**config.mk**
```make
export PLATFORM = sky130hd
export DESIGN_NAME = pinid_encoder
export DESIGN_NICKNAME = d
export VERILOG_FILES = /design/src/rtl/pinid_pkg.sv /design/src/rtl/pinid_rst_sync.sv /design/src/rtl/pinid_bit_divider.sv /design/src/rtl/pinid_lane_seq.sv /design/src/rtl/pinid_encoder.sv
export SDC_FILE = /design/constraint.sdc
export NUM_CORES = 1
export LEC_CHECK = 0
export BUFFER_PORTS_ARGS = -buffer_cell sky130_fd_sc_hd__buf_2
export CELL_PAD_IN_SITES_DETAIL_PLACEMENT = 0
export CELL_PAD_IN_SITES_GLOBAL_PLACEMENT = 1
export CORE_MARGIN = 4
export CORE_UTILIZATION = 35
export CTS_BUF_LIST = sky130_fd_sc_hd__clkbuf_16
export DETAILED_ROUTE_END_ITERATION = 8
export GPL_TIMING_DRIVEN = 0
export PLACE_DENSITY_LB_ADDON = 0.1
export SYNTH_ARGS = -nofsm -noshare
export SYNTH_HDL_FRONTEND = slang
export SYNTH_SLANG_ARGS = --single-unit
export TNS_END_PERCENT = 50
```
**constraint.sdc**
```tcl
create_clock -name clk -period 3.1 [get_ports clk]
set_input_delay 0.155 -clock clk [delete_from_list [all_inputs] [get_ports clk]]
set_output_delay 0.155 -clock clk [all_outputs]
set_load 0.01 [all_outputs]
```
**src/rtl/pinid_pkg.sv**
```systemverilog
package pinid_pkg;

  localparam int unsigned ID_W       = 5;
  localparam int unsigned MARK_BITS  = 14;
  localparam int unsigned GAP_BITS   = 4;
  localparam int unsigned TAIL_BITS  = 3;
  localparam int unsigned PULSE_BITS = 3;
  localparam int unsigned SPAN_W     = $clog2(MARK_BITS);
  localparam int unsigned SUB_W      = $clog2(PULSE_BITS);

  typedef enum logic [2:0] {
    PH_MARK,
    PH_GAP_ROW,
    PH_ROW,
    PH_GAP_COL,
    PH_COL,
    PH_TAIL
  } phase_e;

  function automatic int unsigned frame_bits(input int unsigned row_id,
                                             input int unsigned col_id);
    return MARK_BITS + 2 * GAP_BITS + TAIL_BITS + PULSE_BITS * (row_id + col_id);
  endfunction

endpackage

```
**src/rtl/pinid_rst_sync.sv**
```systemverilog
module pinid_rst_sync (
  input  logic clk,
  input  logic arst_n,
  output logic rst_n_o
);

  logic stage1_q;
  logic stage2_q;

  always_ff @(posedge clk or negedge arst_n) begin
    if (!arst_n) begin
      stage1_q <= 1'b0;
      stage2_q <= 1'b0;
    end else begin
      stage1_q <= 1'b1;
      stage2_q <= stage1_q;
    end
  end

  assign rst_n_o = stage2_q;

endmodule

```
**src/rtl/pinid_bit_divider.sv**
```systemverilog
module pinid_bit_divider #(
  parameter int unsigned DIV_W = 16
) (
  input  logic             clk,
  input  logic             rst_n,
  input  logic [DIV_W-1:0] div_val,
  output logic             tick_o
);

  logic [DIV_W-1:0] cnt_q;
  logic [DIV_W-1:0] cnt_d;
  logic             tick;

  // A count at or past the limit ends the bit; this also covers a limit
  // lowered below the running count.
  always_comb begin
    tick  = (cnt_q >= div_val);
    cnt_d = tick ? '0 : cnt_q + 1'b1;
  end

  always_ff @(posedge clk or negedge rst_n) begin
    if (!rst_n) begin
      cnt_q <= '0;
    end else begin
      cnt_q <= cnt_d;
    end
  end

  assign tick_o = tick;

endmodule

```
**src/rtl/pinid_lane_seq.sv**
```systemverilog
module pinid_lane_seq
  import pinid_pkg::*;
#(
  parameter int unsigned ROW_ID = 1,
  parameter int unsigned COL_ID = 1
) (
  input  logic clk,
  input  logic rst_n,
  input  logic tick,
  output logic pin_o
);

  localparam logic [SPAN_W-1:0] MARK_LAST  = SPAN_W'(MARK_BITS - 1);
  localparam logic [SPAN_W-1:0] GAP_LAST   = SPAN_W'(GAP_BITS - 1);
  localparam logic [SPAN_W-1:0] TAIL_LAST  = SPAN_W'(TAIL_BITS - 1);
  localparam logic [SUB_W-1:0]  SUB_LAST   = SUB_W'(PULSE_BITS - 1);
  localparam logic [ID_W-1:0]   ROW_LAST   = ID_W'(ROW_ID - 1);
  localparam logic [ID_W-1:0]   COL_LAST   = ID_W'(COL_ID - 1);

  phase_e            phase_q, phase_d;
  logic [SPAN_W-1:0] span_q,  span_d;
  logic [SUB_W-1:0]  sub_q,   sub_d;
  logic [ID_W-1:0]   pulse_q, pulse_d;
  logic              pin_q;
  logic              bit_now;
  logic [ID_W-1:0]   burst_last;
  phase_e            burst_exit;

  always_comb begin
    phase_d    = phase_q;
    span_d     = span_q;
    sub_d      = sub_q;
    pulse_d    = pulse_q;
    bit_now    = 1'b0;
    burst_last = (phase_q == PH_ROW) ? ROW_LAST : COL_LAST;
    burst_exit = (phase_q == PH_ROW) ? PH_GAP_COL : PH_TAIL;

    unique case (phase_q)
      PH_MARK: begin
        bit_now = ~span_q[0];
        if (span_q == MARK_LAST) begin
          phase_d = PH_GAP_ROW;
          span_d  = '0;
        end else begin
          span_d  = span_q + 1'b1;
        end
      end
      PH_GAP_ROW, PH_GAP_COL: begin
        if (span_q == GAP_LAST) begin
          phase_d = (phase_q == PH_GAP_ROW) ? PH_ROW : PH_COL;
          span_d  = '0;
          sub_d   = '0;
          pulse_d = '0;
        end else begin
          span_d  = span_q + 1'b1;
        end
      end
      PH_ROW, PH_COL: begin
        bit_now = (sub_q == '0);
        if (sub_q == SUB_LAST) begin
          sub_d = '0;
          if (pulse_q == burst_last) begin
            phase_d = burst_exit;
            pulse_d = '0;
            span_d  = '0;
          end else begin
            pulse_d = pulse_q + 1'b1;
          end
        end else begin
          sub_d = sub_q + 1'b1;
        end
      end
      PH_TAIL: begin
        if (span_q == TAIL_LAST) begin
          phase_d = PH_MARK;
          span_d  = '0;
        end else begin
          span_d  = span_q + 1'b1;
        end
      end
      default: begin
        phase_d = PH_MARK;
        span_d  = '0;
        sub_d   = '0;
        pulse_d = '0;
      end
    endcase
  end

  always_ff @(posedge clk or negedge rst_n) begin
    if (!rst_n) begin
      phase_q <= PH_MARK;
      span_q  <= '0;
      sub_q   <= '0;
      pulse_q <= '0;
      pin_q   <= 1'b0;
    end else if (tick) begin
      phase_q <= phase_d;
      span_q  <= span_d;
      sub_q   <= sub_d;
      pulse_q <= pulse_d;
      pin_q   <= bit_now;
    end
  end

  assign pin_o = pin_q;

endmodule

```
**src/rtl/pinid_encoder.sv**
```systemverilog
module pinid_encoder
  import pinid_pkg::*;
#(
  parameter int unsigned                     N_LANES = 8,
  parameter int unsigned                     DIV_W   = 16,
  parameter logic [N_LANES*pinid_pkg::ID_W-1:0] ROW_IDS =
    {5'd4, 5'd12, 5'd7, 5'd0, 5'd31, 5'd3, 5'd2, 5'd1},
  parameter logic [N_LANES*pinid_pkg::ID_W-1:0] COL_IDS =
    {5'd16, 5'd3, 5'd0, 5'd7, 5'd31, 5'd4, 5'd5, 5'd1}
) (
  input  logic               clk,
  input  logic               rst_n,
  input  logic [DIV_W-1:0]   div_val,
  output logic [N_LANES-1:0] pins_o
);

  function automatic logic [N_LANES-1:0] active_lanes();
    logic [N_LANES-1:0] m;
    m = '0;
    for (int i = 0; i < N_LANES; i++) begin
      m[i] = (ROW_IDS[i*ID_W +: ID_W] != '0) && (COL_IDS[i*ID_W +: ID_W] != '0);
    end
    return m;
  endfunction

  localparam logic [N_LANES-1:0] LANE_ACTIVE = active_lanes();

  logic rst_sync_n;
  logic bit_tick;

  pinid_rst_sync u_rst_sync (
    .clk     (clk),
    .arst_n  (rst_n),
    .rst_n_o (rst_sync_n)
  );

  pinid_bit_divider #(
    .DIV_W (DIV_W)
  ) u_divider (
    .clk     (clk),
    .rst_n   (rst_sync_n),
    .div_val (div_val),
    .tick_o  (bit_tick)
  );

  for (genvar g = 0; g < N_LANES; g++) begin : g_lane
    localparam int unsigned ROW_G = int'(ROW_IDS[g*ID_W +: ID_W]);
    localparam int unsigned COL_G = int'(COL_IDS[g*ID_W +: ID_W]);
    if (ROW_G == 0 || COL_G == 0) begin : g_idle
      assign pins_o[g] = 1'b0;
    end else begin : g_seq
      pinid_lane_seq #(
        .ROW_ID (ROW_G),
        .COL_ID (COL_G)
      ) u_seq (
        .clk   (clk),
        .rst_n (rst_sync_n),
        .tick  (bit_tick),
        .pin_o (pins_o[g])
      );
    end
  end

endmodule

```
Word level (Yosys, flattened, before mapping)
Cells that the tools add are included.

storage, ports and cells
  register bits after elaboration = 108
  bits of input ports = 18
  output and inout port bits = 8
  logic and storage cells = 346

operators by class
  add/subtract/negate cells = 19
  magnitude comparators = 1
  equality and inequality tests = 89
  muxes and demuxes = 137
  bitwise operators = 12
  reductions and logical operators = 55

operator list
  operator               number
  $mux 3                 43
  $mux 4                 32
  $pmux 4 s4             6
  $mux 5                 18
  $pmux 5 s3             6
  $pmux 3 s4             6
  $ne 2x1->1 const B     30
  $eq 4x2->1 const B     12
  $eq 3x2->1 const B     12
  $eq 3x3->1 const B     12
  $pmux 2 s3             6
  $reduce_and 3->1       12
  $reduce_and 6->1       6
  $reduce_or 2->1        18
  $add 5x1->5 const B    6
  $add 4x1->4 const B    6
  $eq 4x4->1 const B     6
  $mux 2                 12
  $reduce_and 4->1       6
  $eq 5x5->1             4
  $eq 3x1->1 const B     6
  $logic_not 3->1        6
  $add 16x1->16 const B  1
  $ge 16x16->1           1
  9 further kinds        40

Depth between registers and ports, before layout
Gate-level depths: netlist of run 1.

  depth after elaboration = 6
  depth in mapped cells = 12
  mapped depth without buffers = 8

Hierarchy
From an unflattened synthesis of run 1, not the netlist that was laid out.

unflattened totals
  cells, all modules = 819
  area, all modules = 7,549.7 sq um

modules (own cells, without submodules)
  module                                  times used  cells each  area each (sq um)  seq. area each (sq um)
  pinid_bit_divider                       1           130         1,260.0            400.4
  pinid_lane_seq (g_lane[7].g_seq.u_seq)  1           113         1,079.8            375.4
  pinid_lane_seq (g_lane[0].g_seq.u_seq)  1           113         1,076.0            375.4
  pinid_lane_seq (g_lane[1].g_seq.u_seq)  1           110         1,038.5            375.4
  pinid_lane_seq (g_lane[2].g_seq.u_seq)  1           114         1,009.7            375.4
  pinid_lane_seq (g_lane[6].g_seq.u_seq)  1           118         1,009.7            375.4
  pinid_lane_seq (g_lane[3].g_seq.u_seq)  1           115         1,003.5            375.4
  pinid_rst_sync                          1           3           53.8               50.0
  pinid_encoder                           1           3           18.8               0.0

Least setup slack after synthesis of run 1
No wires, ideal clock.

  path type = register to register
  from = register u_divider.cnt_q[11]
  to = register g_lane[2].g_seq.u_seq.pulse_q[2]
  data arrival time = 2.541 ns
  data required time = 2.974 ns
  slack = 0.433 ns
  cell stages (with the launch flop) = 10
  path buffers = 2
  period minus slack after synthesis = 2.667 ns
  cell sequence = dfrtp_1 ha_1 and4_1 o211ai_1 o41a_1 and3_1 buf_6 or3_4 buf_6 a221o_1

between the ends
  cells in the longest elaborated chain, start to end = 2

RTL lines
  element                            RTL line                 RTL
  start: declaration                 pinid_bit_divider.sv:10  logic [DIV_W-1:0] cnt_q;
  start signal: assignment           pinid_bit_divider.sv:25  cnt_q <= cnt_d;
  $ge 16x16->1                       pinid_bit_divider.sv:17  tick = (cnt_q >= div_val);
  $reduce_and 4->1 (no source line)  -
  end signal: assignment             pinid_lane_seq.sv:101    pulse_q <= pulse_d;
  end: declaration                   pinid_lane_seq.sv:23     logic [ID_W-1:0] pulse_q, pulse_d;

No other way between the ends.
A chain may end at the register's enable or synchronous reset.

Final worst setup path of run 1
  from = register u_divider.cnt_q[11]
  to = register g_lane[2].g_seq.u_seq.phase_q[2]

between the ends
  cells in the longest elaborated chain, start to end = 2

RTL lines
  element                            RTL line                 RTL
  $ge 16x16->1                       pinid_bit_divider.sv:17
  $reduce_and 6->1 (no source line)  -
  end signal: assignment             pinid_lane_seq.sv:98     phase_q <= phase_d;
  end: declaration                   pinid_lane_seq.sv:20     phase_e phase_q, phase_d;

No other way between the ends.

==> flow_summary.rst, run 1 <==
.. list-table::
   :header-rows: 1

   * - Metric
     - Value
   * - Placed wire-length estimate
     - 11,800 um
   * - Post-place instance area
     - approximately 7400 um^2
   * - R2r worst-path depth
     - 10
   * - # DRC
     - 0
   * - Hold violation count in the final report
     - 0
   * - Die Span Y
     - around 150 um
   * - Count of distinct cell types in the synthesized netlist
     - between 60 and 70
   * - Worst-path maximum fanout
     - 10
   * - Category of the worst setup path capture point
     - register
   * - Post-synth EDFFs
     - 0
   * - Net Switching
     - 2.16 mW
   * - Initial DRC count
     - roughly 230
   * - Post-placement cell count
     - 1,054
   * - Level count of the clock H-tree
     - 3
   * - Vias in the first global route
     - 5,615
   * - Sequential share of power
     - 0.386
   * - Initial antenna violation count
     - 0
   * - Share of total power consumed by net switching
     - 0.399
   * - Critical path startpoint
     - u_divider.cnt_q[11]$_DFF_PN0_
   * - Per-instance average area after synthesis
     - approximately 9.1 um^2
   * - Clock buffer count from CTS
     - 9
   * - Largest family of logic cells by synthesized area
     - simple AND/OR/NAND/NOR gates
   * - Final-layout fill cell count
     - 1,954
   * - Number of I/O port buffers
     - 23
   * - Peak supply drop
     - between 0.2 and 0.3 mV
   * - # diodes
     - 0
   * - Maximum number of pins on one net before global-route repair
     - 66
   * - Final setup TNS
     - 0 ns
   * - Initial Utilization
     - 0.356
   * - Clk_lat worst skew
     - 0.36 ns
   * - Ratio of final minimum period to clock period
     - 0.942
   * - Clock input transition at the sequential cells of the worst setup and hold paths
     - 0.08 ns
   * - Root buffer cell
     - sky130_fd_sc_hd__clkbuf_16
   * - Clk pwr share
     - 0.216
   * - Setup slack, reg-to-reg
     - ~0.18 ns
   * - FF+latch count, synth
     - 108
   * - Worst clock skew
     - ~0.011 ns
   * - Aggregate global-route resource usage
     - 0.158
   * - Horizontal die dimension
     - around 150 um
   * - Die area
     - 22,100 um^2
   * - Logic gate share of total power
     - 0.398
   * - Critical Path AT
     - around 3.1 ns
   * - Pre-antenna DRT Iters
     - 4
   * - Time the worst path needs with I/O delays and setup
     - 2.92 ns
   * - Area grow syn2layout
     - 11.8%
   * - Setup repair after global routing missed its margin
     - false
   * - Routability cong.
     - 0.812
   * - Total internal power
     - ~3.2 mW
   * - Total non-filler cell area in the finished layout
     - 7750 um^2
   * - Via-to-Cell Ratio
     - about 5.3
   * - Endpoint of the lowest-slack register-to-register path
     - g_lane[2].g_seq.u_seq.phase_q[2]$_DFFE_PN0P_
   * - Worst hold path class
     - input port to async pin
   * - Post-synth ARST share
     - 1.00
   * - PwrDens
     - 697 nW/um^2
   * - Complex-gate fraction of the synthesized area
     - 0.187
   * - Area fraction in and, or, nand and nor cells after synthesis
     - 0.215
   * - Layout Nets
     - 862
   * - Number of maximum-capacitance constraint violations
     - 0
   * - Overall Power
     - 5.40 mW
   * - Xor/xnor cell area share of the yosys netlist
     - 0.0253
   * - Critical R2R Launch
     - u_divider.cnt_q[11]$_DFF_PN0_
   * - Arithmetic-cell share of the synthesized area counting full adders, half adders and majority gates
     - 0.0777
   * - Run status
     - completed
   * - Io pins
     - 26
   * - Synth warnings
     - 0
   * - Relative slew slack
     - 0.432
   * - Count of vias placed by the detailed router
     - 5,711
   * - Total setup violations reported at the end of the flow
     - 0
   * - Avg WL per Cell
     - 15.9 um
   * - Share of post-route cells with drive strength above 1
     - 0.117
   * - Overflow left after global routing
     - 0
   * - Count of clock tree sinks
     - approximately 110
   * - Final WL
     - 17,000 um
   * - Final max-slew violation count
     - 0
   * - Crit start category
     - register
   * - Reported leakage power
     - 3.45 nW
   * - Buffer depth of the longest clock path
     - 2
   * - Number of cells produced by synthesis
     - 764
   * - Multiplexer fraction of the synthesized cell area
     - 0.0428
   * - Core area
     - about 20,000 um^2
   * - Category of the most critical setup path
     - register to register
   * - Final ANT Viol Nets
     - 0
   * - Layout Cells excl Fill
     - 1,071
   * - Slew at the pin with the worst max-slew slack
     - 0.852 ns
   * - Highest clock frequency the design can meet
     - 0.343 GHz
   * - Site row count
     - 51
   * - Sequential fraction of the synthesis area
     - 0.390
   * - TritonCTS clock tree
     - yes
   * - Most used flip-flop cell after synthesis
     - sky130_fd_sc_hd__dfrtp_1
   * - Global-route wire length before repair
     - between 20,000 and 30,000 um
   * - Cell area after synthesis
     - 6930 um^2
   * - Worst path required time
     - around 3.3 ns
-- worst max-delay path, cell delays in order (launching register included) --
cell and delay, ns:
sky130_fd_sc_hd__dfrtp_2 0.45, sky130_fd_sc_hd__ha_1 0.32, sky130_fd_sc_hd__and4_1 0.23, sky130_fd_sc_hd__o211ai_1 0.10, sky130_fd_sc_hd__o41a_1 0.42, sky130_fd_sc_hd__and3_1 0.20
sky130_fd_sc_hd__buf_6 0.16, sky130_fd_sc_hd__clkbuf_4 0.24, sky130_fd_sc_hd__clkbuf_2 0.26, sky130_fd_sc_hd__o31ai_1 0.28, sky130_fd_sc_hd__o41ai_1 0.12
-- cell usage in the layout (no fill, tap or decap), types with 5 or more instances in the layout --
| cell | synthesis | routed |
|---|---|---|
| sky130_fd_sc_hd__nor3b_1 | 9 | 9 |
| sky130_fd_sc_hd__and3_1 | 9 | 9 |
| sky130_fd_sc_hd__dfrtp_1 | 108 | 106 |
| sky130_fd_sc_hd__xor2_1 | 14 | 14 |
| sky130_fd_sc_hd__a211o_1 | 5 | 5 |
| sky130_fd_sc_hd__or3_1 | 8 | 8 |
| sky130_fd_sc_hd__nor4b_1 | 9 | 9 |
| sky130_fd_sc_hd__buf_2 | 6 | 24 |
| sky130_fd_sc_hd__nand2_1 | 36 | 36 |
| sky130_fd_sc_hd__o31ai_1 | 20 | 20 |
| sky130_fd_sc_hd__o21ai_0 | 28 | 28 |
| sky130_fd_sc_hd__clkbuf_16 | 0 | 9 |
| sky130_fd_sc_hd__a21o_1 | 8 | 8 |
| sky130_fd_sc_hd__nor2_1 | 82 | 82 |
| sky130_fd_sc_hd__clkbuf_1 | 23 | 20 |
| sky130_fd_sc_hd__mux2i_1 | 6 | 6 |
| sky130_fd_sc_hd__o22ai_1 | 6 | 6 |
| sky130_fd_sc_hd__buf_6 | 3 | 5 |
| sky130_fd_sc_hd__nand3_1 | 36 | 36 |
| sky130_fd_sc_hd__nand3b_1 | 5 | 5 |
| sky130_fd_sc_hd__a21oi_1 | 33 | 33 |
| sky130_fd_sc_hd__buf_4 | 8 | 11 |
| sky130_fd_sc_hd__mux2_2 | 21 | 21 |
| sky130_fd_sc_hd__o211ai_1 | 7 | 7 |
| sky130_fd_sc_hd__nor4_1 | 7 | 7 |
| sky130_fd_sc_hd__o41ai_1 | 12 | 11 |
| sky130_fd_sc_hd__and2_1 | 5 | 5 |
| sky130_fd_sc_hd__a22o_1 | 11 | 11 |
| sky130_fd_sc_hd__nand2b_1 | 13 | 13 |
| sky130_fd_sc_hd__ha_1 | 43 | 43 |
| sky130_fd_sc_hd__inv_1 | 52 | 55 |
| sky130_fd_sc_hd__xnor2_1 | 6 | 6 |
| sky130_fd_sc_hd__nor3_1 | 26 | 26 |
| sky130_fd_sc_hd__nand4_1 | 9 | 9 |
| sky130_fd_sc_hd__a221o_1 | 8 | 8 |
| sky130_fd_sc_hd__a31oi_1 | 7 | 7 |
| sky130_fd_sc_hd__nor2b_1 | 15 | 15 |
-- synthesized netlist by cell type (4+ instances only) --
| master | instances | area [um^2] |
|---|---|---|
| sky130_fd_sc_hd__nand2_1 | 36 | 135 |
| sky130_fd_sc_hd__nand4_1 | 9 | 56.3 |
| sky130_fd_sc_hd__a22o_1 | 11 | 96.3 |
| sky130_fd_sc_hd__a21oi_1 | 33 | 165 |
| sky130_fd_sc_hd__xor2_1 | 14 | 123 |
| sky130_fd_sc_hd__a21o_1 | 8 | 60.1 |
| sky130_fd_sc_hd__inv_1 | 52 | 195 |
| sky130_fd_sc_hd__dfrtp_1 | 108 | 2700 |
| sky130_fd_sc_hd__ha_1 | 43 | 538 |
| sky130_fd_sc_hd__o41ai_1 | 12 | 105 |
| sky130_fd_sc_hd__nor4b_1 | 9 | 78.8 |
| sky130_fd_sc_hd__mux2_2 | 21 | 236 |
| sky130_fd_sc_hd__nor3_1 | 26 | 130 |
| sky130_fd_sc_hd__o22ai_1 | 6 | 37.5 |
| sky130_fd_sc_hd__buf_4 | 8 | 60.1 |
| sky130_fd_sc_hd__o21ai_0 | 28 | 140 |
| sky130_fd_sc_hd__a221o_1 | 8 | 80.1 |
| sky130_fd_sc_hd__and3_1 | 9 | 56.3 |
| sky130_fd_sc_hd__nor2b_1 | 15 | 93.8 |
| sky130_fd_sc_hd__nand2b_1 | 13 | 81.3 |
| sky130_fd_sc_hd__nor3b_1 | 9 | 67.6 |
| sky130_fd_sc_hd__and2_1 | 5 | 31.3 |
| sky130_fd_sc_hd__a31oi_1 | 7 | 43.8 |
| sky130_fd_sc_hd__buf_2 | 6 | 30.0 |
| sky130_fd_sc_hd__or3_1 | 8 | 50.1 |
| sky130_fd_sc_hd__xnor2_1 | 6 | 52.6 |
| sky130_fd_sc_hd__o211ai_1 | 7 | 52.6 |
| sky130_fd_sc_hd__nor2_1 | 82 | 308 |
| sky130_fd_sc_hd__mux2i_1 | 6 | 60.1 |
| sky130_fd_sc_hd__clkbuf_1 | 23 | 86.3 |
| sky130_fd_sc_hd__o31ai_1 | 20 | 150 |
| sky130_fd_sc_hd__a211o_1 | 5 | 43.8 |
| sky130_fd_sc_hd__nand3b_1 | 5 | 37.5 |
| sky130_fd_sc_hd__nor4_1 | 7 | 43.8 |
| sky130_fd_sc_hd__nand3_1 | 36 | 180 |
| sky130_fd_sc_hd__buf_1 | 4 | 15.0 |
-- what timing repair did --
| action | 4_1_cts | 5_1_grt |
|---|---|---|
| resized for setup | 9 | 8 |
| buffers inserted | 0 | 0 |
| hold buffers | 1 | 0 |
| endpoints found under the hold margin | 2 | 0 |
| setup endpoints to repair | 68 | 32 |
-- how the worst max path moves through the flow --
stage,end,slack (ns),depth (start not counted)
floorplan,g_lane[2].g_seq.u_seq.pulse_q[2]$_DFFE_PN0P_,0.43,9
global placement,g_lane[0].g_seq.u_seq.pulse_q[2]$_DFFE_PN0P_,-0.64,11
global route,g_lane[2].g_seq.u_seq.phase_q[2]$_DFFE_PN0P_,0.004,10
finish,g_lane[2].g_seq.u_seq.phase_q[2]$_DFFE_PN0P_,0.18,10
CTS,g_lane[3].g_seq.u_seq.span_q[1]$_DFFE_PN0P_,0.01,12
detailed placement,g_lane[0].g_seq.u_seq.pulse_q[2]$_DFFE_PN0P_,-0.64,11
-- stage by stage --
step | hold slack (ns) | setup WS [ns] | utilization
4_1_cts | 0.0883 | 0.0130 | 0.397
6_report | 0.0991 | 0.181 | 0.398
3_5_place_dp | -0.0586 | -0.639 | 0.381
5_1_grt | 0.0902 | 0.00363 | 0.398
2_1_floorplan | -0.141 | 0.433 | -
3_3_place_gp | -0.0600 | -0.637 | 0.379
-- per-layer routing --
metal	vias to the layer above	routed length [um]	track usage
li1	2853	-	-
met4	0	163	0.0402
met3	14	515	0.0299
met2	72	7930	0.261
met1	2772	8370	0.214
met5	-	0	0
-- layout make-up --
class	instances	area [um^2]	area share
clock buffer	9	225	0.0291
clock inverter	7	61.3	0.00791
tap	265	332	0.0428
multi-input combinational	561	3820	0.493
buffer	44	253	0.0326
sequential	108	2710	0.349
timing repair buffer	25	153	0.0197
inverter	52	195	0.0252
-- power groups by stage --
stage / Sequential (mW) / Clock (mW) / Combinational (mW)
5_1_grt: 2.15 / 1.27 / 2.44
4_1_cts: 2.08 / 1.21 / 2.16
2_1_floorplan: 2.02 / 0 / 1.62
6_report: 2.09 / 1.17 / 2.15
3_5_place_dp: 2.11 / 0 / 2.13
3_3_place_gp: 2.12 / 0 / 2.06
-- state kept, by name, indices dropped and copies added, names as in the netlist --
name                        flops
g_lane.g_seq.u_seq.span_q      24
g_lane.g_seq.u_seq.phase_q     18
g_lane.g_seq.u_seq.pulse_q     30
u_rst_sync.rst_n_o              1
g_lane.g_seq.u_seq.pin_o        6
u_rst_sync.stage1_q             1
g_lane.g_seq.u_seq.sub_q       12
u_divider.cnt_q                16
-- kinds of logic (layout without fill, tap and decap cells) --
group,Yosys count,after routing
and+or+nand+nor,285,285
AOI/OAI and AO/OA,183,183
DFF,108,108
buffers and inverters,96,137
adders and majority gates,43,43
muxes,27,27
xor gates and xnor gates,20,20
other,2,3
Power figures use the tool's default switching activity.
==> run 2: changes to the inputs <==
--- a/config.mk
+++ b/config.mk
@@ -9,7 +9,5 @@
 export CELL_PAD_IN_SITES_DETAIL_PLACEMENT = 0
 export CELL_PAD_IN_SITES_GLOBAL_PLACEMENT = 1
-export CORE_MARGIN = 4
 export CORE_UTILIZATION = 35
-export CTS_BUF_LIST = sky130_fd_sc_hd__clkbuf_16
 export DETAILED_ROUTE_END_ITERATION = 8
 export GPL_TIMING_DRIVEN = 0
==> constraint.sdc (replaced) <==
create_clock -name clk -period 3.1 [get_ports clk]
set_input_delay 0.465 -clock clk [delete_from_list [all_inputs] [get_ports clk]]
set_output_delay 0.465 -clock clk [all_outputs]
set_load 0.01 [all_outputs]
==> flow_summary.rst, run 2 (synthesis gave the netlist of run 1 again) <==
.. list-table::
   :header-rows: 1

   * - Metric
     - Value
   * - Initial DRC count
     - 193 (was 229)
   * - Vias in the first global route
     - 5,487 (was 5,615)
   * - Total internal power
     - 3.49 mW (was 3.24 mW)
   * - # DRC
     - 0 (unchanged)
   * - Final max-slew violation count
     - 0 (unchanged)
   * - Number of flip-flops under the largest register name
     - 30 (unchanged)
   * - Final-layout fill cell count
     - 1,959 (was 1,954)
   * - Worst path required time
     - 3.34 ns (was 3.32 ns)
   * - Global-route met1 utilization
     - 0.236 (was 0.214)
   * - Ratio of final minimum period to clock period
     - 0.948 (was 0.942)
   * - Initial antenna violation count
     - 0 (unchanged)
   * - Worst hold path class
     - register to register (was input port to async pin)
   * - Maximum number of pins on one net before global-route repair
     - 57 (was 66)
   * - Share of total power consumed by net switching
     - 0.380 (was 0.399)
   * - Global-route wire length before repair
     - 27,800 um (was 28,300 um)
   * - Aggregate global-route resource usage
     - 0.175 (was 0.158)
   * - Critical R2R Launch
     - u_divider.cnt_q[11]$_DFF_PN0_ (unchanged)
   * - Worst-path maximum fanout
     - 28 (was 10)
   * - Reported leakage power
     - 3.47 nW (was 3.45 nW)
   * - Relative slew slack
     - 0.401 (was 0.432)
   * - Count of vias placed by the detailed router
     - 5,671 (was 5,711)
   * - Leading registers by flop count
     - g_lane.g_seq.u_seq.pulse_q (30), g_lane.g_seq.u_seq.span_q (24), g_lane.g_seq.u_seq.phase_q (18) (unchanged)
   * - Highest-count cells in the layout ignoring fill and taps
     - sky130_fd_sc_hd__dfrtp_1 (107), sky130_fd_sc_hd__nor2_1 (82), sky130_fd_sc_hd__inv_1 (52), sky130_fd_sc_hd__ha_1 (43) (was sky130_fd_sc_hd__dfrtp_1 (106), sky130_fd_sc_hd__nor2_1 (82), sky130_fd_sc_hd__inv_1 (55), sky130_fd_sc_hd__ha_1 (43))
   * - Share of post-route cells with drive strength above 1
     - 0.116 (was 0.117)
   * - Level count of the clock H-tree
     - 3 (unchanged)
   * - Clk pwr share
     - 0.255 (was 0.216)
   * - Slew at the pin with the worst max-slew slack
     - 0.899 ns (was 0.852 ns)
   * - Sequential share of power
     - 0.369 (was 0.386)
   * - PwrDens
     - 723 nW/um^2 (was 697 nW/um^2)
   * - GR peak layer
     - met2 (unchanged)
   * - Routability cong.
     - 0.795 (was 0.812)
   * - Count of clock tree sinks
     - 108 (unchanged)
   * - Avg WL per Cell
     - 15.3 um (was 15.9 um)
   * - Placed wire-length estimate
     - 11,500 um (was 11,800 um)
   * - Post-placement cell count
     - 1,054 (unchanged)
   * - Final worst setup slack
     - 0.161 ns (was 0.181 ns)
   * - Buffer depth of the longest clock path
     - 2 (unchanged)
   * - Launch instance of the worst min-delay path
     - u_rst_sync.stage1_q$_DFF_PN0_
   * - Met3 Use GR
     - 0.0272 (was 0.0299)
   * - Setup repair after global routing missed its margin
     - true (was false)
   * - Layout Nets
     - 860 (was 862)
   * - Via-to-Cell Ratio
     - 5.30 (was 5.33)
   * - Layout Cells excl Fill
     - 1,069 (was 1,071)
   * - Pre-antenna DRT Iters
     - 4 (unchanged)
   * - Time the worst path needs with I/O delays and setup
     - 2.94 ns (was 2.92 ns)
   * - Total setup buffers inserted after CTS
     - 0 (unchanged)
   * - Site row count
     - 51 (unchanged)
   * - Clock input transition at the sequential cells of the worst setup and hold paths
     - 0.08 ns (about the same)
   * - Category of the worst setup path capture point
     - register (unchanged)
   * - Io pins
     - 26 (unchanged)
   * - Initial Utilization
     - 0.356 (unchanged)
   * - Area grow syn2layout
     - 12.6% (was 11.8%)
   * - Core area
     - 19,500 um^2 (unchanged)
   * - Crit start category
     - register (unchanged)
   * - Logic gate share of total power
     - 0.376 (was 0.398)
   * - Final ANT Viol Nets
     - 0 (unchanged)
   * - Number of I/O port buffers
     - 23 (unchanged)
   * - Die area
     - 20,400 um^2 (was 22,100 um^2)
   * - Clock buffer count from CTS
     - 9 (unchanged)
   * - Highest clock frequency the design can meet
     - 0.340 GHz (was 0.343 GHz)
   * - Hold Worst Slack
     - 0.359 ns (was 0.0991 ns)
   * - GR Layer Usage met2
     - 0.285 (was 0.261)
   * - Critical Path AT
     - 3.18 ns (was 3.14 ns)
   * - Post-place instance area
     - 7410 um^2 (unchanged)
   * - Horizontal die dimension
     - 143 um (was 149 um)
   * - Overflow left after global routing
     - 0 (unchanged)
   * - Largest Register
     - g_lane.g_seq.u_seq.pulse_q (unchanged)
   * - Worst clock skew
     - 0.00916 ns (was 0.0112 ns)
   * - TritonCTS clock tree
     - yes (unchanged)
   * - Total setup violations reported at the end of the flow
     - 0 (unchanged)
   * - Clk_lat worst skew
     - 0.36 ns (about the same)
   * - Root buffer cell
     - sky130_fd_sc_hd__clkbuf_16 (unchanged)
   * - Commonest non-fill, non-tap cell in the layout
     - sky130_fd_sc_hd__dfrtp_1 (unchanged)
   * - Critical path startpoint
     - u_divider.cnt_q[11]$_DFF_PN0_ (unchanged)
   * - Total non-filler cell area in the finished layout
     - 7800 um^2 (was 7750 um^2)
   * - # diodes
     - 0 (unchanged)
   * - Final WL
     - 16,300 um (was 17,000 um)
   * - Die Span Y
     - 143 um (was 149 um)
   * - Category of the most critical setup path
     - register to register (unchanged)
   * - Run status
     - completed (unchanged)
   * - Hold violation count in the final report
     - 0 (unchanged)
   * - Net Switching
     - 2.14 mW (was 2.16 mW)
   * - Number of maximum-capacitance constraint violations
     - 0 (unchanged)
   * - Setup Slack @ Placement
     - -0.743 ns (was -0.639 ns)
   * - Peak supply drop
     - 0.434 mV (was 0.265 mV)
[run 2: cell count changes in the layout (fill, tap and decap cells not counted), moves of 2 or more]
| cell | delta |
|---|---|
| sky130_fd_sc_hd__buf_6 | -2 |
| sky130_fd_sc_hd__inv_1 | -3 |
| sky130_fd_sc_hd__bufinv_16 | +3 |
| sky130_fd_sc_hd__inv_6 | +2 |
[run 2: final cells by class]
class | instances | area [um^2] | area share
Buffer | 42 | 230 | 0.0295
Tap cell | 265 | 332 | 0.0425
Sequential cell | 108 | 2710 | 0.347
Clock buffer | 9 | 225 | 0.0289
Clock inverter | 7 | 145 | 0.0186
Inverter | 52 | 195 | 0.0250
Multi-Input combinational cell | 561 | 3810 | 0.489
Timing Repair Buffer | 25 | 153 | 0.0196
[run 2: through the flow]
step,total power [mW],TNS (ns),util
floorplan,3.64,0,-
global placement,4.18,-26.69,0.379
detailed placement,4.23,-27.56,0.381
CTS,5.73,0,0.401
global route,6.11,0,0.401
finish,5.64,0,0.401
[run 2: what timing repair did]
action                     CTS  global route
setup endpoints to repair   81            12
gates cloned                 0             0
hold buffers                 1             0
hold endpoints to repair     2             0
pin swaps                    0             0
gates resized for setup      9             3
[run 2: final timing paths]
check	end	slack (ns)	cells past startpoint
max in group asynchronous	g_lane[2].g_seq.u_seq.pulse_q[0]$_DFFE_PN0P_	1.97	1
hold reg to reg	u_rst_sync.rst_n_o$_DFF_PN0_	0.36	0
hold / removal	u_rst_sync.rst_n_o$_DFF_PN0_	0.36	0
min in group asynchronous	g_lane[3].g_seq.u_seq.pulse_q[1]$_DFFE_PN0P_	0.40	0
setup / recovery	g_lane[3].g_seq.u_seq.pulse_q[3]$_DFFE_PN0P_	0.16	9
setup reg to reg	g_lane[3].g_seq.u_seq.pulse_q[3]$_DFFE_PN0P_	0.16	9
[run 2: power groups by stage]
stage | Clock, mW | Sequential, mW | Combinational, mW
global route | 1.53 | 2.15 | 2.43
detailed placement | 0 | 2.11 | 2.12
finish | 1.44 | 2.08 | 2.12
floorplan | 0 | 2.02 | 1.62
global placement | 0 | 2.11 | 2.07
CTS | 1.50 | 2.08 | 2.15
[run 2: worst max-delay path: stages (launching register included)]
cell                       delay [ns]
sky130_fd_sc_hd__dfrtp_1         0.45
sky130_fd_sc_hd__ha_1            0.34
sky130_fd_sc_hd__and4_1          0.23
sky130_fd_sc_hd__o211ai_1        0.11
sky130_fd_sc_hd__o41a_1          0.42
sky130_fd_sc_hd__and3_1          0.20
sky130_fd_sc_hd__buf_6           0.19
sky130_fd_sc_hd__or3_4           0.41
sky130_fd_sc_hd__buf_6           0.13
sky130_fd_sc_hd__a221o_1         0.33
[run 2: layer usage]
| metal | wire length [um] | part of all wire |
|---|---|---|
| met1 | 8180 | 0.50 |
| met2 | 7540 | 0.46 |
| met3 | 398 | 0.024 |
| met4 | 197 | 0.012 |
| met5 | 0 | 0 |
==> run 3: changes to the inputs <==
Settings changed: ABC_AREA set to 1, CAP_MARGIN set to 20.
==> flow_summary.rst, run 3 <==
.. list-table::
   :header-rows: 1

   * - Metric
     - Value
   * - Layout Nets
     - 1,042 (was 860)
   * - Sequential fraction of the synthesis area
     - 0.373 (was 0.390)
   * - Routability cong.
     - 0.760 (was 0.795)
   * - Die Span Y
     - 146 um (was 143 um)
   * - Worst clock skew
     - 0.00781 ns (was 0.00916 ns)
   * - Number of flip-flops under the largest register name
     - 30 (unchanged)
   * - Slew at the pin with the worst max-slew slack
     - 0.745 ns (was 0.899 ns)
   * - FF+latch count, synth
     - 108 (unchanged)
   * - Cells resized by post-CTS repair
     - 0 (was 9)
   * - Initial DRC count
     - 250 (was 193)
   * - Time the worst path needs with I/O delays and setup
     - 2.03 ns (was 2.94 ns)
   * - Worst path bufs/invs
     - 2 (unchanged)
   * - Final WL
     - 16,400 um (was 16,300 um)
   * - Ratio of final minimum period to clock period
     - 0.656 (was 0.948)
   * - Largest Register
     - g_lane.g_seq.u_seq.pulse_q (unchanged)
   * - Cell area after synthesis
     - 7240 um^2 (was 6930 um^2)
   * - Most used flip-flop cell after synthesis
     - sky130_fd_sc_hd__dfrtp_1 (unchanged)
   * - Number of cells produced by synthesis
     - 944 (was 764)
   * - Setup slack, reg-to-reg
     - 1.07 ns (was 0.16 ns)
   * - Number of maximum-capacitance constraint violations
     - 0 (unchanged)
   * - Core area
     - 20,200 um^2 (was 19,500 um^2)
   * - Hold-critical path depth
     - 0 (unchanged)
   * - Post-placement cell count
     - 1,239 (was 1,054)
   * - Reported leakage power
     - 3.82 nW (was 3.47 nW)
   * - Initial Utilization
     - 0.358 (was 0.356)
   * - Horizontal die dimension
     - 146 um (was 143 um)
   * - Site row count
     - 52 (was 51)
   * - Level count of the clock H-tree
     - 3 (unchanged)
   * - Post-synth EDFFs
     - 0 (unchanged)
   * - Final setup TNS
     - 0 ns (unchanged)
   * - # diodes
     - 0 (unchanged)
   * - Most common library cells after synthesis
     - sky130_fd_sc_hd__nand2_1 (257), sky130_fd_sc_hd__dfrtp_1 (108), sky130_fd_sc_hd__inv_1 (97), sky130_fd_sc_hd__nor2_1 (89), sky130_fd_sc_hd__nand3_1 (64) (was sky130_fd_sc_hd__dfrtp_1 (108), sky130_fd_sc_hd__nor2_1 (82), sky130_fd_sc_hd__inv_1 (52), sky130_fd_sc_hd__ha_1 (43))
   * - Worst hold path class
     - register to register (unchanged)
   * - Hold violation count in the final report
     - 0 (unchanged)
   * - Final-layout fill cell count
     - 2,125 (was 1,959)
   * - Final max-slew violation count
     - 0 (unchanged)
   * - Aggregate global-route resource usage
     - 0.165 (was 0.175)
   * - Most frequent cell after synthesis
     - sky130_fd_sc_hd__nand2_1 (was sky130_fd_sc_hd__dfrtp_1)
   * - Series of cell instances along the critical path
     - ha_1, a21oi_1, o21ai_0, a21oi_2, nand2_4, buf_6, buf_6, nand4_1, nand2_1 (was ha_1, and4_1, o211ai_1, o41a_1, and3_1, buf_6, or3_4, buf_6, a221o_1)
   * - Layout Cells excl Fill
     - 1,256 (was 1,069)
   * - Final ANT Viol Nets
     - 0 (unchanged)
   * - Count of clock tree sinks
     - 108 (unchanged)
   * - Buffer depth of the longest clock path
     - 2 (unchanged)
   * - Number of I/O port buffers
     - 23 (unchanged)
   * - Critical Path AT
     - 2.29 ns (was 3.18 ns)
   * - Worst-path cell with the longest stage delay
     - sky130_fd_sc_hd__dfrtp_1 (unchanged)
   * - Placed wire-length estimate
     - 11,700 um (was 11,500 um)
   * - R2r worst-path depth
     - 9 (unchanged)
   * - Proportion of netlist area held by the largest area contributor
     - 0.373 (was 0.390)
   * - Peak supply drop
     - 0.256 mV (was 0.434 mV)
   * - Total setup violations reported at the end of the flow
     - 0 (unchanged)
   * - Total setup buffers inserted after CTS
     - 0 (unchanged)
   * - Sequential cell area
     - 2710 um^2 (unchanged)
   * - Worst path required time
     - 3.35 ns (was 3.34 ns)
   * - Per-instance average area after synthesis
     - 7.67 um^2 (was 9.07 um^2)
   * - Top delay family on crit path
     - compound AO/OA/AOI/OAI gates (unchanged)
   * - Area grow syn2layout
     - 11.7% (was 12.6%)
   * - Pre-antenna DRT Iters
     - 4 (unchanged)
   * - Dominant cell type by area after synthesis
     - sky130_fd_sc_hd__dfrtp_1 (unchanged)
   * - Crit start category
     - register (unchanged)
   * - Count of distinct cell types in the synthesized netlist
     - 42 (was 66)
   * - Hold Worst Slack
     - 0.353 ns (was 0.359 ns)
   * - Overall Power
     - 4.67 mW (was 5.64 mW)
   * - Share of post-route cells with drive strength above 1
     - 0.134 (was 0.116)
   * - Hold buffer count at CTS
     - 1 (unchanged)
   * - TritonCTS clock tree
     - yes (unchanged)
   * - Delay of the slowest cell on the worst path
     - 0.47 ns (was 0.45 ns)
   * - Clock buffer count from CTS
     - 9 (unchanged)
   * - PwrDens
     - 578 nW/um^2 (was 723 nW/um^2)
   * - Clk_lat worst skew
     - 0.36 ns (about the same)
   * - Avg WL per Cell
     - 13.1 um (was 15.3 um)
   * - Library cell appearing most often on the critical path
     - sky130_fd_sc_hd__buf_6 (unchanged)
   * - Setup repair after global routing missed its margin
     - false (was true)
   * - Worst-path maximum fanout
     - 10 (was 28)
   * - Root buffer cell
     - sky130_fd_sc_hd__clkbuf_16 (unchanged)
   * - Commonest non-fill, non-tap cell in the layout
     - sky130_fd_sc_hd__nand2_1 (was sky130_fd_sc_hd__dfrtp_1)
   * - Highest-count cells in the layout ignoring fill and taps
     - sky130_fd_sc_hd__nand2_1 (257), sky130_fd_sc_hd__dfrtp_1 (107), sky130_fd_sc_hd__inv_1 (97), sky130_fd_sc_hd__nor2_1 (89), sky130_fd_sc_hd__nand3_1 (64) (was sky130_fd_sc_hd__dfrtp_1 (107), sky130_fd_sc_hd__nor2_1 (82), sky130_fd_sc_hd__inv_1 (52), sky130_fd_sc_hd__ha_1 (43))
   * - Multi-input gate area
     - 3960 um^2 (was 3810 um^2)
   * - Highest clock frequency the design can meet
     - 0.491 GHz (was 0.340 GHz)
   * - Die area
     - 21,300 um^2 (was 20,400 um^2)
   * - Worst path depth
     - 9 (unchanged)
   * - Synth warnings
     - 0 (unchanged)
   * - Largest cells by area after synthesis
     - sky130_fd_sc_hd__dfrtp_1 (37%), sky130_fd_sc_hd__nand2_1 (13%), sky130_fd_sc_hd__ha_1 (7.4%), sky130_fd_sc_hd__nand4_1 (5.3%), sky130_fd_sc_hd__inv_1 (5.0%) (was sky130_fd_sc_hd__dfrtp_1 (39%), sky130_fd_sc_hd__ha_1 (7.8%), sky130_fd_sc_hd__nor2_1 (4.4%), sky130_fd_sc_hd__mux2_2 (3.4%), sky130_fd_sc_hd__inv_1 (2.8%))
   * - Via-to-Cell Ratio
     - 4.75 (was 5.30)
   * - Overflow left after global routing
     - 0 (unchanged)
   * - Maximum number of pins on one net before global-route repair
     - 57 (unchanged)
   * - Category of the worst setup path capture point
     - register (unchanged)
   * - Count of vias placed by the detailed router
     - 5,964 (was 5,671)
   * - Post-synth ARST share
     - 1.00 (unchanged)
   * - Category of the most critical setup path
     - register to register (unchanged)
   * - Io pins
     - 26 (unchanged)
   * - Clock input transition at the sequential cells of the worst setup and hold paths
     - 0.07 ns (was 0.08 ns)
   * - Leading registers by flop count
     - g_lane.g_seq.u_seq.pulse_q (30), g_lane.g_seq.u_seq.span_q (24), g_lane.g_seq.u_seq.phase_q (18) (unchanged)
   * - Global-route wire length before repair
     - 28,400 um (was 27,800 um)
   * - Vias in the first global route
     - 5,727 (was 5,487)
   * - Initial antenna violation count
     - 0 (unchanged)
   * - # DRC
     - 0 (unchanged)
   * - Run status
     - completed (unchanged)
   * - Relative slew slack
     - 0.503 (was 0.401)
run 3: cell types whose count changed in the layout (fill, tap and decap cells not counted), moves of 20 or more:
cell,previous run,this run
sky130_fd_sc_hd__clkbuf_1,20,0
sky130_fd_sc_hd__mux2_2,21,0
sky130_fd_sc_hd__inv_1,52,97
sky130_fd_sc_hd__nand4_1,9,61
sky130_fd_sc_hd__nand2_1,36,257
sky130_fd_sc_hd__nand3_1,36,64
run 3: path summary, 6_finish.rpt:
kind / end / from
setup / recovery: g_lane[2].g_seq.u_seq.pulse_q[4]$_DFFE_PN0P_ / u_divider.cnt_q[11]$_DFF_PN0_
hold / removal: u_rst_sync.rst_n_o$_DFF_PN0_ / u_rst_sync.stage1_q$_DFF_PN0_
setup reg to reg: g_lane[2].g_seq.u_seq.pulse_q[4]$_DFFE_PN0P_ / u_divider.cnt_q[11]$_DFF_PN0_
hold reg to reg: u_rst_sync.rst_n_o$_DFF_PN0_ / u_rst_sync.stage1_q$_DFF_PN0_
max in group asynchronous: g_lane[7].g_seq.u_seq.phase_q[0]$_DFFE_PN0P_ / u_rst_sync.rst_n_o$_DFF_PN0_
min in group asynchronous: g_lane[6].g_seq.u_seq.pulse_q[4]$_DFFE_PN0P_ / u_rst_sync.rst_n_o$_DFF_PN0_
run 3: cell families (layout without fill, tap and decap cells):
group,Yosys count,after routing,share of synthesized area
AOI/OAI and AO/OA,92,92,0.0776
buffers and inverters,128,169,0.0807
other,2,3,0.00104
DFF,108,108,0.373
adders and majority gates,43,43,0.0743
and+or+nand+nor,540,540,0.356
xor gates and xnor gates,31,31,0.0375
run 3: worst reg2reg max path: stages, from the launching register on:
cell                      delay [ns]
sky130_fd_sc_hd__dfrtp_1        0.47
sky130_fd_sc_hd__ha_1           0.34
sky130_fd_sc_hd__a21oi_1        0.13
sky130_fd_sc_hd__o21ai_0        0.12
sky130_fd_sc_hd__a21oi_2        0.26
sky130_fd_sc_hd__nand2_4        0.11
sky130_fd_sc_hd__buf_6          0.19
sky130_fd_sc_hd__buf_6          0.17
sky130_fd_sc_hd__nand4_1        0.09
sky130_fd_sc_hd__nand2_1        0.06
run 3: cell type report:
cell class	instances	share of cell area
repair buffers	25	0.0189
multi-input cells	709	0.489
clock buffers	10	0.0295
clock inverters	6	0.0138
plain buffers	26	0.0249
well taps	270	0.0418
flip-flops and latches	108	0.335
inverters	102	0.0473
run 3: power breakdown:
part | total (mW) | switching, mW | internal [mW]
Sequential | 1.94 | 0.299 | 1.64
Combinational | 1.37 | 0.779 | 0.587
Clock | 1.37 | 0.554 | 0.813
run 3: per-stage QoR:
step | cell area, um^2 | worst slack, ns | util
after global placement | 7700 | 0.387 | 0.380
final | 8090 | 1.07 | 0.400
after floorplan | 7240 | 1.29 | -
after detailed placement | 7730 | 0.882 | 0.382
after global routing | 8090 | 0.836 | 0.400
after CTS | 8090 | 1.03 | 0.400
run 3: routing by layer:
metal	track usage	wire (um)
met2	0.264	7270
met5	0	0
met1	0.233	8510
met4	0.0332	127
met3	0.0317	497
